<file path="src/rtl/sync_mon_pkg.sv">
package sync_mon_pkg;

    typedef enum logic [1:0] {
        PWR_NORMAL  = 2'b00,
        PWR_STANDBY = 2'b01,
        PWR_SUSPEND = 2'b10,
        PWR_OFF     = 2'b11
    } pwr_state_e;

    localparam logic [2:0] ADDR_STATUS  = 3'd0;
    localparam logic [2:0] ADDR_HCNT_LO = 3'd1;
    localparam logic [2:0] ADDR_HCNT_HI = 3'd2;
    localparam logic [2:0] ADDR_VCNT_LO = 3'd3;
    localparam logic [2:0] ADDR_VCNT_HI = 3'd4;
    localparam logic [2:0] ADDR_CTRL    = 3'd5;
    localparam logic [2:0] ADDR_CLEAR   = 3'd6;

endpackage

</file>
<file path="src/rtl/sync_mon_timebase.sv">
module sync_mon_timebase #(
    parameter int CLK_PER_TICK = 192,
    parameter int WIN_TICKS    = 1024
) (
    input  logic clk,
    input  logic rst_n,
    output logic tick,
    output logic win_end
);
    localparam int PW = (CLK_PER_TICK > 1) ? $clog2(CLK_PER_TICK) : 1;
    localparam int WW = (WIN_TICKS > 1) ? $clog2(WIN_TICKS) : 1;

    typedef struct packed {
        logic [PW-1:0] presc;
        logic [WW-1:0] win;
    } tb_state_t;

    tb_state_t st_d, st_q;

    always_comb begin
        st_d    = st_q;
        tick    = (st_q.presc == PW'(CLK_PER_TICK - 1));
        win_end = tick && (st_q.win == WW'(WIN_TICKS - 1));
        st_d.presc = tick ? '0 : st_q.presc + PW'(1);
        if (tick) begin
            st_d.win = win_end ? '0 : st_q.win + WW'(1);
        end
    end

    always_ff @(posedge clk or negedge rst_n) begin
        if (!rst_n) st_q <= '0;
        else        st_q <= st_d;
    end
endmodule

</file>
<file path="src/rtl/sync_mon_channel.sv">
module sync_mon_channel #(
    parameter int POL_W = 16
) (
    input  logic clk,
    input  logic rst_n,
    input  logic sync_raw,
    input  logic win_end,
    output logic rise,
    output logic active,
    output logic pol_pos
);
    localparam logic [POL_W-1:0] ACC_MAX = {1'b0, {(POL_W-1){1'b1}}};
    localparam logic [POL_W-1:0] ACC_MIN = {1'b1, {(POL_W-1){1'b0}}};

    typedef struct packed {
        logic             s1;
        logic             s2;
        logic             s3;
        logic             seen;
        logic             active;
        logic             pol;
        logic [POL_W-1:0] acc;
    } ch_state_t;

    ch_state_t st_d, st_q;

    always_comb begin
        st_d    = st_q;
        rise    = st_q.s2 & ~st_q.s3;
        st_d.s1 = sync_raw;
        st_d.s2 = st_q.s1;
        st_d.s3 = st_q.s2;
        // duty balance: up while high, down while low, saturating
        if (rise) begin
            st_d.pol = st_q.acc[POL_W-1];
            st_d.acc = '0;
        end else if (st_q.s2) begin
            if (st_q.acc != ACC_MAX) st_d.acc = st_q.acc + POL_W'(1);
        end else begin
            if (st_q.acc != ACC_MIN) st_d.acc = st_q.acc - POL_W'(1);
        end
        if (win_end) begin
            st_d.active = st_q.seen | rise;
            st_d.seen   = 1'b0;
        end else begin
            st_d.seen = st_q.seen | rise;
        end
    end

    always_ff @(posedge clk or negedge rst_n) begin
        if (!rst_n) st_q <= '0;
        else        st_q <= st_d;
    end

    assign active  = st_q.active;
    assign pol_pos = st_q.pol;
endmodule

</file>
<file path="src/rtl/sync_mode_monitor.sv">
module sync_mode_monitor
    import sync_mon_pkg::*;
#(
    parameter int CLK_FREQ_HZ  = 24_000_000,
    parameter int TICK_RATE_HZ = 125_000,
    parameter int WIN_TICKS    = 1024,
    parameter int CNT_W        = 12,
    parameter int POL_W        = 16
) (
    input  logic       clk,
    input  logic       rst_n,
    input  logic       hsync_in,
    input  logic       vsync_in,
    input  logic       wr_en,
    input  logic [2:0] wr_addr,
    input  logic [7:0] wr_data,
    input  logic [2:0] rd_addr,
    output logic [7:0] rd_data
);
    localparam int CLK_PER_TICK = CLK_FREQ_HZ / TICK_RATE_HZ;
    localparam logic [CNT_W-1:0] CNT_MAX = {CNT_W{1'b1}};

    typedef struct packed {
        logic             h_run;
        logic [CNT_W-1:0] h_cnt;
        logic [CNT_W-1:0] h_read;
        logic             h_ovf;
        logic [CNT_W-1:0] v_cnt;
        logic [CNT_W-1:0] v_read;
        logic             v_ovf;
    } top_state_t;

    localparam top_state_t RESET_ST = '{h_run: 1'b1, default: '0};

    top_state_t st_d, st_q;

    logic       tick, win_end;
    logic [1:0] sync_raw, rise, act, pol;
    logic       wr_ctrl, clr_h, clr_v;
    pwr_state_e pwr;

    assign sync_raw = {vsync_in, hsync_in};

    sync_mon_timebase #(
        .CLK_PER_TICK (CLK_PER_TICK),
        .WIN_TICKS    (WIN_TICKS)
    ) timebase_i (
        .clk     (clk),
        .rst_n   (rst_n),
        .tick    (tick),
        .win_end (win_end)
    );

    for (genvar g = 0; g < 2; g++) begin : g_chan
        sync_mon_channel #(.POL_W(POL_W)) chan_i (
            .clk      (clk),
            .rst_n    (rst_n),
            .sync_raw (sync_raw[g]),
            .win_end  (win_end),
            .rise     (rise[g]),
            .active   (act[g]),
            .pol_pos  (pol[g])
        );
    end

    always_comb begin
        wr_ctrl = wr_en && (wr_addr == ADDR_CTRL);
        clr_h   = wr_en && (wr_addr == ADDR_CLEAR) && wr_data[0];
        clr_v   = wr_en && (wr_addr == ADDR_CLEAR) && wr_data[1];
        st_d    = st_q;

        if (wr_ctrl) st_d.h_run = wr_data[0];

        // horizontal pulse count per window
        if (win_end) st_d.h_read = st_q.h_cnt;
        if (!st_q.h_run || clr_h) begin
            st_d.h_cnt = '0;
        end else if (win_end) begin
            st_d.h_cnt = rise[0] ? CNT_W'(1) : '0;
        end else if (rise[0]) begin
            if (st_q.h_cnt == CNT_MAX) st_d.h_ovf = 1'b1;
            else                       st_d.h_cnt = st_q.h_cnt + CNT_W'(1);
        end
        if (clr_h) st_d.h_ovf = 1'b0;

        // vertical period in ticks
        if (clr_v) begin
            st_d.v_cnt = '0;
        end else if (rise[1]) begin
            st_d.v_read = st_q.v_cnt;
            st_d.v_cnt  = '0;
        end else if (tick) begin
            if (st_q.v_cnt == CNT_MAX) st_d.v_ovf = 1'b1;
            else                       st_d.v_cnt = st_q.v_cnt + CNT_W'(1);
        end
        if (clr_v) st_d.v_ovf = 1'b0;
    end

    always_ff @(posedge clk or negedge rst_n) begin
        if (!rst_n) st_q <= RESET_ST;
        else        st_q <= st_d;
    end

    // aliases for the bound checker
    logic             h_run_q, h_ovf_q, v_ovf_q;
    logic [CNT_W-1:0] h_cnt_q, v_cnt_q, v_read_q;
    assign h_run_q  = st_q.h_run;
    assign h_ovf_q  = st_q.h_ovf;
    assign v_ovf_q  = st_q.v_ovf;
    assign h_cnt_q  = st_q.h_cnt;
    assign v_cnt_q  = st_q.v_cnt;
    assign v_read_q = st_q.v_read;

    logic [15:0] h_ext, v_ext;
    assign h_ext = 16'(st_q.h_read);
    assign v_ext = 16'(st_q.v_read);

    always_comb begin
        pwr = pwr_state_e'({~act[1], ~act[0]});
        case (rd_addr)
            ADDR_STATUS:  rd_data = {pwr, st_q.v_ovf, st_q.h_ovf, pol[1], pol[0], act[1], act[0]};
            ADDR_HCNT_LO: rd_data = h_ext[7:0];
            ADDR_HCNT_HI: rd_data = {4'b0, h_ext[11:8]};
            ADDR_VCNT_LO: rd_data = v_ext[7:0];
            ADDR_VCNT_HI: rd_data = {4'b0, v_ext[11:8]};
            ADDR_CTRL:    rd_data = {7'b0, st_q.h_run};
            default:      rd_data = 8'h00;
        endcase
    end
endmodule

</file>
<file path="config.mk">
export PLATFORM = sky130hd
export DESIGN_NAME = sync_mode_monitor
export DESIGN_NICKNAME = d
export VERILOG_FILES = /design/src/rtl/sync_mon_pkg.sv /design/src/rtl/sync_mon_timebase.sv /design/src/rtl/sync_mon_channel.sv /design/src/rtl/sync_mode_monitor.sv
export SDC_FILE = /design/constraint.sdc
export NUM_CORES = 1
export LEC_CHECK = 0
export BUFFER_PORTS_ARGS = -buffer_cell sky130_fd_sc_hd__buf_2
export CAP_MARGIN = 20
export CORE_ASPECT_RATIO = 0.75
export CORE_UTILIZATION = 55
export CTS_CLUSTER_DIAMETER = 30
export DETAILED_ROUTE_END_ITERATION = 12
export PLACE_DENSITY_LB_ADDON = 0.3
export SYNTH_ARGS = -nofsm -noshare
export SYNTH_HDL_FRONTEND = slang
export SYNTH_HIERARCHICAL = 1
export SYNTH_SLANG_ARGS = --single-unit
</file>
<file path="constraint.sdc">
create_clock -name clk -period 3.05 [get_ports clk]
set_input_delay 0.305 -clock clk [delete_from_list [all_inputs] [get_ports clk]]
set_output_delay 0.305 -clock clk [all_outputs]
set_load 0.1 [all_outputs]
</file>
==> metrics.md, run 1 <==
| Metric | Value |
|---|---|
| CP Class | reg -> reg |
| Post-route insts no fill | 866 |
| Gates resized, CTS repair | 0 |
| Synth top area share | 42.7% |
| I/O Pins | 27 |
| R2R depth | 8 |
| Initial DRC Count | 379 |
| Arrival time worst endpoint | 3.02 ns |
| Static leakage | 3.30 nW |
| Initial antenna violation count | 0 |
| Avg Cell Area, Syn | 9.89 um^2 |
| Die extent in y | 96.7 um |
| Die width | 128 um |
| Syn nets | 717 |
| Post-route DRC | 0 |
| Worst path max stage delay | 0.54 ns |
| Post-synthesis sequential area ratio | 43.1% |
| Final period util | 90.4% |
| Hold Path Stages | 1 |
| Synth Warn # | 6 |
| FMAX | 363 MHz |
| CTS tree | yes |
| Worst-Margin Slew | 0.693 ns |
| Commonest non-fill, non-tap cell in the layout | dfrtp_1 |
| Routability cong. | 0.837 |
| Clock Tree Root | clkbuf_16 |
| H-Tree Depth | 4 |
| Clk sinks | 113 |
| Commonest register cell after synthesis | dfrtp_1 |
| Number of nets in the layout | 744 |
| RSZ-0062 raised after global routing | no |
| Placed insts | 832 |
| Yosys cell types | 65 |
| Slew Viols, Final | 0 |
| Crit-path slowest cell | fa_1 |
| Vias | 5251 |
| DRT Wirelength | 14300 um |
| Synth-to-layout area growth | 13.0% |
| Fraction of layout cells with a size suffix above 1 | 15.2% |
| Worst clock skew | 0.00723 ns |
| VDD IR-drop max | 457 uV |
| Crit path launch type | flop |
| FF+latch count, synth | 113 |
| Remaining antenna violation count after routing | 0 |
| First-pass GRT wire length | 24300 um |
| Top cell type by total area after synthesis | dfrtp_1 |
| Clock Tree Buf Depth | 2 |
| Slew HR | 53.6% |
| Die area | 12400 um^2 |
| Synthesized area | 6570 um^2 |
| Crit path cell chain | inv_1, fa_1, a211oi_1, nor2_1, o31a_1, a311oi_1, xor2_1, o21ai_1 |
| Fin crit period | 2.76 ns |
| Final Hold Fails | 0 |
| Placed Area | 6840 um^2 |
| Core Area | 11600 um^2 |
| Clk pin slew, worst setup/hold paths | 0.05 ns |
| Mean number of vias per cell | 6.06 |
| Ant diodes | 0 |
| I/O Buffers | 20 |
| WP data required | 3.31 ns |
| Largest net degree at the start of global routing | 54 |
| Status | finished, final reports clean |
| Most frequent cells in the layout | dfrtp_1, nor2_1, o21ai_0 |
| Async SR Flop Fraction | 100% |
| Vias in the first global route | 4968 |
| Detail Placement HPWL | 9960 um |
| Global route overflow | 0 |
| Final setup fails | 0 |
| Cell count after synthesis | 664 |
| Worst-Skew Late Latency | 0.41 ns |
| Initial Utilization | 56.6% |
| Core Util, Final | 63.9% |
| Post-Route Setup TNS | 0 ns |
| Dominant cells by area after synthesis | dfrtp_1, ha_1, mux2_2 |
| Crit-path max FO | 10 |
| Pwr dens | 775 nW/um^2 |
| Worst setup EP type | flop |
| Power after layout | 5.76 mW |
| Worst min-delay path class | in -> reg |
| Cts bufs inserted | 17 |
| Post-synth EDFFs | 0 |
| DR WL/cell | 16.5 um |
| Post-Layout Inst Area | 7430 um^2 |
| GRT Total Usage | 24.8% |
| Row cnt | 34 |
| Initial DRT Pass Iterations | 5 |
| Max cap viols | 0 |
## logic make-up after synthesis
family / count (synthesis) / share of synthesized area, %
AOI/OAI and AO/OA: 172 / 16.8
xor gates and xnor gates: 36 / 4.80
adders and majority gates: 34 / 6.70
buffers and inverters: 44 / 3.07
DFF: 113 / 43.1
muxes: 39 / 6.47
and+or+nand+nor: 226 / 19.1
## worst paths after layout
kind	from	endpoint	slack [ns]
min in group asynchronous	rst_n	h_cnt_q[3]$_DFFE_PN0P_	0.48
max in group asynchronous	rst_n	g_chan[1].chan_i/st_q[3]$_DFFE_PN0P_	1.79
max	g_chan[0].chan_i/st_d[19]$_DFF_PN0_	g_chan[0].chan_i/st_q[12]$_DFFE_PN0P_	0.29
max reg2reg	g_chan[0].chan_i/st_d[19]$_DFF_PN0_	g_chan[0].chan_i/st_q[12]$_DFFE_PN0P_	0.29
min reg2reg	g_chan[1].chan_i/st_d[20]$_DFF_PN0_	g_chan[1].chan_i/st_d[19]$_DFF_PN0_	0.35
min	hsync_in	g_chan[0].chan_i/st_d[20]$_DFF_PN0_	0.02
## where the power goes
group / switching (mW) / total [mW] / leakage, nW / internal [mW]
combinational: 1.10 / 1.90 / 1.55 / 0.799
sequential: 0.230 / 1.97 / 1.48 / 1.74
clock: 0.674 / 1.89 / 0.270 / 1.22
## through the flow
stage	hold slack, ns	setup WS [ns]
floorplan	0.00941	0.313
global placement	0.342	0.437
detailed placement	0.342	0.341
CTS	0.00172	0.323
global route	0.00345	0.0894
finish	0.0182	0.293
## sequential cells by signal, summed over array words and instances, names as in the netlist
| signal | count |
|---|---|
| g_chan.chan_i/active | 2 |
| g_chan.chan_i/pol_pos | 2 |
| g_chan.chan_i/st_d | 4 |
| g_chan.chan_i/st_q | 36 |
| h_cnt_q | 12 |
| h_ext | 12 |
| h_ovf_q | 1 |
| h_run_q | 1 |
| timebase_i/st_q | 18 |
| v_cnt_q | 12 |
| v_ovf_q | 1 |
| v_read_q | 12 |
## layer usage
layer	vias to the layer above	wire, um	track usage (%)	share of wire [%]
met5	-	0	0	0
met4	0	131	6.70	0.92
met3	16	698	5.81	4.9
met2	137	6590	37.3	46
met1	2554	6880	35.8	48
li1	2544	-	-	-
## what timing repair did
| action | CTS | global route |
|---|---|---|
| hold buffers | 2 | 0 |
| endpoints found under the hold margin | 51 | 0 |
| setup buffers | 0 | 0 |
## final cells by class
cell class                 instances  area, um^2
sequential                       113        2830
timing repair buffer              31         203
clock buffer                      22         454
multi-input combinational        507        3550
tap                              162         203
clock inverter                    10         111
fill                             920        4190
inverter                          21        78.8
## worst max-delay path: cells and delay by family (launching register included)
kind	cells	cell delay (ns)
AOI/OAI and AO/OA	4	1.07
adders and majority gates	1	0.54
DFF	1	0.44
buffers and inverters	1	0.23
xor gates and xnor gates	1	0.18
and+or+nand+nor	1	0.15
## Yosys cell counts, types with 8 or more instances
| cell | count |
|---|---|
| nand2_1 | 42 |
| xnor2_1 | 18 |
| mux2i_1 | 11 |
| inv_1 | 21 |
| nand4_1 | 18 |
| ha_1 | 32 |
| nor4_1 | 9 |
| clkbuf_1 | 11 |
| o31ai_1 | 10 |
| a21oi_1 | 40 |
| o21ai_0 | 49 |
| nor3_1 | 14 |
| nor2b_1 | 11 |
| and3_1 | 8 |
| dfrtp_1 | 112 |
| or3_1 | 10 |
| mux2_2 | 28 |
| buf_2 | 8 |
| a21o_1 | 9 |
| nand3_1 | 25 |
| a211oi_1 | 9 |
| xor2_1 | 18 |
| nor2_1 | 51 |
(Power assumes the default switching activity.)
==> run 2: changes to the inputs <==
CORE_UTILIZATION = 50   (was 55)
RECOVER_POWER = 25   (was default)
==> metrics.md, run 2 (same netlist as run 1, synthesis figures left out) <==
| Metric | Value |
|---|---|
| Fraction of layout cells with a size suffix above 1 | 15.1% (-0.12 points) |
| Post-Route Setup TNS | 0 ns (unchanged) |
| Slew HR | 13.6% (-40 points) |
| Biggest regs | g_chan.chan_i/st_q: 36 flops, timebase_i/st_q: 18 flops |
| Hold buffers post-CTS | 3 (+1) |
| Max cap viols | 0 (unchanged) |
| Die extent in y | 101 um (+4.8%) |
| Worst-Margin Slew | 1.30 ns (+0.603 ns) |
| R2R depth | 8 (unchanged) |
| Setup bufs post-CTS | 0 (unchanged) |
| Clk pin slew, worst setup/hold paths | 0.05 ns (about the same) |
| Most frequent cells in the layout | dfrtp_1, nor2_1, o21ai_0 |
| DR WL/cell | 16.7 um (+1.0%) |
| Ant diodes | 0 (unchanged) |
| WP data required | 3.31 ns (about the same) |
| Cts bufs inserted | 17 (unchanged) |
| Number of nets in the layout | 743 (-0.13%) |
| Arrival time worst endpoint | 2.94 ns (-0.08 ns) |
| Reg-to-reg critical path startpoint | g_chan[0].chan_i/st_d[19]$_DFF_PN0_ |
| Initial Utilization | 52.5% (-4.1 points) |
| Pwr dens | 791 nW/um^2 (+2.0%) |
| Post-Layout Inst Area | 7470 um^2 (+0.54%) |
| CP Class | reg -> reg |
| Mean number of vias per cell | 6.12 (+0.85%) |
| Global route overflow | 0 (unchanged) |
| Initial DRT Pass Iterations | 7 (+2) |
| Row cnt | 35 (+2.9%) |
| Remaining antenna violation count after routing | 0 (unchanged) |
| Core Area | 12500 um^2 (+7.8%) |
| H-Tree Depth | 4 (unchanged) |
| CP startpoint | g_chan[0].chan_i/st_d[19]$_DFF_PN0_ |
| Worst-Skew Late Latency | 0.41 ns (about the same) |
| Post-route DRC | 0 (unchanged) |
| RSZ-0062 raised after global routing | no |
| Clock Tree Root | clkbuf_16 |
| Worst setup EP type | flop |
| Reg2reg setup slack | 0.37 ns (+0.08 ns) |
| Vias in the first global route | 5107 (+2.8%) |
| Crit path launch type | flop |
| I/O Buffers | 20 (unchanged) |
| Final period util | 87.8% (-2.6 points) |
| First-pass GRT wire length | 24400 um (+0.65%) |
| GRT Total Usage | 22.8% (-1.9 points) |
| Worst min-delay path class | in -> reg |
| Status | finished, final reports clean |
| Synth-to-layout area growth | 13.6% |
| Vias | 5314 (+1.2%) |
| Max FFs per register | 36 (unchanged) |
| DRT Wirelength | 14500 um (+1.4%) |
| Initial antenna violation count | 0 (unchanged) |
| Die area | 13600 um^2 (+9.8%) |
| Slew Viols, Final | 0 (unchanged) |
| Final setup fails | 0 (unchanged) |
| Die width | 134 um (+4.8%) |
| Fin crit period | 2.68 ns (-0.0791 ns) |
| Top reg by flops | g_chan.chan_i/st_q |
| Routability cong. | 0.931 (+11%) |
| Final Hold Fails | 0 (unchanged) |
| FMAX | 373 MHz (+3.0%) |
| Largest net degree at the start of global routing | 64 (+19%) |
| Detail Placement HPWL | 9990 um (+0.31%) |
| CTS tree | yes |
| Crit path to | g_chan[0].chan_i/st_q[12]$_DFFE_PN0P_ |
| Placed Area | 6830 um^2 (-0.15%) |
| Gates resized, CTS repair | 0 (unchanged) |
| Initial DRC Count | 467 (+23%) |
| Worst clock skew | 0.0112 ns (+0.00401 ns) |
| Clk sinks | 113 (unchanged) |
| I/O Pins | 27 (unchanged) |
| Static leakage | 3.32 nW (+0.57%) |
| Fill count | 1044 (+13%) |
| Commonest non-fill, non-tap cell in the layout | dfrtp_1 |
| Clock Tree Buf Depth | 2 (unchanged) |
| VDD IR-drop max | 348 uV (-24%) |
| Crit-path max FO | 9 (-1) |
| Critical R2R Capture | g_chan[0].chan_i/st_q[12]$_DFFE_PN0P_ |
-- run 2: final cells by class --
cell class	instances	area, um^2	area share, %
timing repair buffer	30	195	2.61
multi-input combinational	507	3550	47.5
clock inverter	10	134	1.79
tap	166	208	2.78
inverter	21	78.8	1.06
sequential	113	2830	37.9
clock buffer	22	474	6.35
-- run 2: power breakdown --
part	internal, mW	switching, mW	leakage (nW)
Combinational	0.799	1.11	1.54
Sequential	1.74	0.238	1.48
Clock	1.34	0.677	0.296
Total	3.88	2.03	3.32
-- run 2: how the worst min path moves through the flow --
stage,slack [ns],cells past startpoint,startpoint,end
6_report,0.16,2,wr_data[0],h_run_q$_DFFE_PN1P_
5_1_grt,0.14,2,wr_data[0],h_run_q$_DFFE_PN1P_
4_1_cts,0.15,2,wr_data[0],h_run_q$_DFFE_PN1P_
3_5_place_dp,0.35,0,g_chan[1].chan_i/st_d[20]$_DFF_PN0_,g_chan[1].chan_i/st_d[19]$_DFF_PN0_
3_3_place_gp,0.36,0,g_chan[1].chan_i/st_d[20]$_DFF_PN0_,g_chan[1].chan_i/st_d[19]$_DFF_PN0_
2_1_floorplan,0.009,0,rst_n,g_chan[0].chan_i/active$_DFFE_PN0P_
-- run 2: routing by layer --
layer | vias up | part of all wire (%) | track usage (%)
met3 | 27 | 5.1 | 6.11
met2 | 155 | 46 | 35.1
met5 | - | 0 | 0
li1 | 2550 | - | -
met1 | 2582 | 48 | 31.4
met4 | 0 | 1.5 | 7.95
-- run 2: through the flow --
| stage | hold slack (ns) | instances | power, mW | worst slack [ns] | utilization [%] |
|---|---|---|---|---|---|
| after floorplan | 0.00941 | 664 | 3.42 | 0.313 | - |
| after global placement | 0.355 | 834 | 3.76 | 0.475 | 54.5 |
| after detailed placement | 0.350 | 834 | 3.85 | 0.393 | 54.5 |
| after CTS | 0.146 | 869 | 5.90 | 0.381 | 59.6 |
| after global routing | 0.143 | 869 | 6.28 | 0.172 | 59.6 |
| final | 0.159 | 869 | 5.91 | 0.372 | 59.6 |
-- run 2: worst max-delay path, stage by stage (launching register included) --
cell and delay (ns):
dfrtp_1 0.43, inv_1 0.22, fa_1 0.54, a211oi_1 0.27, nor2_1 0.13, o31a_1 0.36, a311oi_1 0.33, xor2_1 0.17
o21ai_1 0.07
==> run 3: changes to the inputs <==
--- a/config.mk
+++ b/config.mk
@@ -9,4 +9,5 @@
 export CAP_MARGIN = 20
 export CORE_ASPECT_RATIO = 0.75
+export CORE_MARGIN = 1
 export CORE_UTILIZATION = 50
 export CTS_CLUSTER_DIAMETER = 30
==> constraint.sdc (replaced) <==
create_clock -name clk -period 3.05 [get_ports clk]
set_input_delay 0.61 -clock clk [delete_from_list [all_inputs] [get_ports clk]]
set_output_delay 0.61 -clock clk [all_outputs]
set_load 0.1 [all_outputs]
==> metrics.md, run 3 (same netlist as run 1, synthesis figures left out) <==
| Metric | Value |
|---|---|
| Crit path launch type | flop |
| Clock Tree Buf Depth | 2 (unchanged) |
| DRT Wirelength | 14800 um (+2.4%) |
| Hold Path Stages | 1 (-1) |
| Status | complete, but fails checks |
| Arrival time worst endpoint | 3.08 ns (+0.14 ns) |
| Cts bufs inserted | 17 (unchanged) |
| GRT Total Usage | 23.5% (+0.63 points) |
| Initial DRC Count | 383 (-18%) |
| Biggest regs | g_chan.chan_i/st_q: 36 flops, timebase_i/st_q: 18 flops |
| VDD IR-drop max | 365 uV (+4.7%) |
| Critical R2R Capture | g_chan[1].chan_i/st_q[12]$_DFFE_PN0P_ |
| Number of nets in the layout | 740 (-0.40%) |
| Crit path cell chain | inv_1, fa_1, a211oi_1, nor2_1, o31a_1, a311oi_1, xor2_1, o21ai_1 |
| I/O Pins | 27 (unchanged) |
| Vias | 5348 (+0.64%) |
| Final Hold Fails | 0 (unchanged) |
| Worst min-delay path class | in -> reg |
| CTS tree | yes |
| Worst clock skew | 0.00787 ns (-0.00337 ns) |
| Reg2reg setup slack | 0.23 ns (-0.14 ns) |
| Gates resized, CTS repair | 0 (unchanged) |
| FMAX | 354 MHz (-5.1%) |
| Routability cong. | 0.879 (-5.5%) |
| Largest net degree at the start of global routing | 51 (-20%) |
| Setup bufs post-CTS | 0 (unchanged) |
| Final setup fails | 0 (unchanged) |
| Fraction of layout cells with a size suffix above 1 | 15.3% (+0.21 points) |
| R2R depth | 8 (unchanged) |
| Worst-Skew Late Latency | 0.41 ns (about the same) |
| Pwr dens | 793 nW/um^2 (+0.22%) |
| Power after layout | 5.90 mW (about the same) |
| Initial antenna violation count | 0 (unchanged) |
| Post-route insts no fill | 866 (-0.35%) |
| Ant diodes | 0 (unchanged) |
| Clock Tree Root | clkbuf_16 |
| Row cnt | 35 (unchanged) |
| Clk sinks | 113 (unchanged) |
| Remaining antenna violation count after routing | 0 (unchanged) |
| Synth-to-layout area growth | 13.3% |
| Most frequent cells in the layout | dfrtp_1, nor2_1, o21ai_0 |
| Placed insts | 834 (unchanged) |
| DR WL/cell | 17.1 um (+2.8%) |
| Crit-path max FO | 10 (+1) |
| Worst-Margin Slew | 2.40 ns (+1.11 ns) |
| WP data required | 3.31 ns (about the same) |
| Initial Utilization | 52.5% (unchanged) |
| Clk pin slew, worst setup/hold paths | 0.05 ns (about the same) |
| Die extent in y | 101 um (unchanged) |
| Failing checks | max-capacitance violations, max-slew violations |
| Fin crit period | 2.82 ns (+0.143 ns) |
| Slew Viols, Final | 44 (+44) |
| Initial DRT Pass Iterations | 5 (-2) |
| Worst setup EP type | flop |
| Vias in the first global route | 5117 (+0.20%) |
| First-pass GRT wire length | 25000 um (+2.4%) |
| Static leakage | 3.29 nW (-0.78%) |
| Top reg by flops | g_chan.chan_i/st_q |
| CP Class | reg -> reg |
| Die area | 13600 um^2 (unchanged) |
| Reg-to-reg critical path startpoint | g_chan[1].chan_i/st_d[19]$_DFF_PN0_ |
| Global route overflow | 0 (unchanged) |
| Mean number of vias per cell | 6.18 (+0.99%) |
| Detail Placement HPWL | 10400 um (+3.8%) |
| Die width | 134 um (unchanged) |
| Crit-path slowest cell | fa_1 |
| Hold EP | g_chan[0].chan_i/st_d[20]$_DFF_PN0_ |
| Slew HR | -60.2% (-74 points) |
| H-Tree Depth | 4 (unchanged) |
| Core Area | 12500 um^2 (unchanged) |
| I/O Buffers | 20 (unchanged) |
| Commonest non-fill, non-tap cell in the layout | dfrtp_1 |
| Worst path max stage delay | 0.55 ns (about the same) |
| Max cap viols | 1 (+1) |
| Final period util | 92.5% (+4.7 points) |
| RSZ-0062 raised after global routing | no |
| Max FFs per register | 36 (unchanged) |
| Hold buffers post-CTS | 0 (-3) |
| Min Hold Slack | 0.313 ns (+0.154 ns) |
| Post-route DRC | 0 (unchanged) |
| HP Start | hsync_in |
## run 3: metrics by stage
| step | setup slack, ns | utilization (%) | TNS (ns) | instance area, um^2 |
|---|---|---|---|---|
| after CTS | 0.284 | 59.5 | 0 | 7450 |
| after global routing | 0.0778 | 59.4 | 0 | 7440 |
| after global placement | 0.442 | 54.5 | 0 | 6830 |
| after floorplan | -0.297 | - | -0.926 | 6580 |
| after detailed placement | 0.299 | 54.5 | 0 | 6830 |
| final | 0.229 | 59.4 | 0 | 7440 |
## run 3: layout make-up
cell class / instances / area [um^2]
fillers: 1035 / 5080
multi-input cells: 507 / 3550
flip-flops and latches: 113 / 2830
clock buffers: 20 / 457
well taps: 166 / 208
repair buffers: 27 / 164
clock inverters: 12 / 159
inverters: 21 / 78.8
## run 3: per-layer routing
| metal | up-vias | GRT usage (%) | part of all wire [%] |
|---|---|---|---|
| met5 | - | 0 | 0 |
| met4 | 0 | 7.95 | 0.78 |
| met3 | 9 | 5.36 | 4.4 |
| met2 | 132 | 37.9 | 48 |
| met1 | 2678 | 31.4 | 47 |
| li1 | 2529 | - | - |
## run 3: how the worst max path moves through the flow
stage | end | startpoint | depth (start not counted) | slack (ns)
after floorplan | rd_data[0] | rd_addr[2] | 4 | -0.30
after global placement | g_chan[1].chan_i/st_q[12]$_DFFE_PN0P_ | g_chan[1].chan_i/st_d[19]$_DFF_PN0_ | 8 | 0.44
after detailed placement | g_chan[1].chan_i/st_q[12]$_DFFE_PN0P_ | g_chan[1].chan_i/st_d[19]$_DFF_PN0_ | 8 | 0.30
after CTS | g_chan[1].chan_i/st_q[12]$_DFFE_PN0P_ | g_chan[1].chan_i/st_d[19]$_DFF_PN0_ | 8 | 0.28
after global routing | g_chan[1].chan_i/st_q[12]$_DFFE_PN0P_ | g_chan[1].chan_i/st_d[19]$_DFF_PN0_ | 8 | 0.08
final | g_chan[1].chan_i/st_q[12]$_DFFE_PN0P_ | g_chan[1].chan_i/st_d[19]$_DFF_PN0_ | 8 | 0.23
## run 3: where the power goes
| part | internal, mW | switching, mW |
|---|---|---|
| Clock | 1.33 | 0.699 |
| Sequential | 1.74 | 0.236 |
| Combinational | 0.798 | 1.11 |
| Total | 3.86 | 2.04 |
## run 3: worst max-delay path, delay by kind of cell, from the launching register on
family / cells / cell delay [ns]
and+or+nand+nor: 1 / 0.14
adders and majority gates: 1 / 0.55
AOI/OAI and AO/OA: 4 / 1.13
buffers and inverters: 1 / 0.25
DFF: 1 / 0.44
xor gates and xnor gates: 1 / 0.18
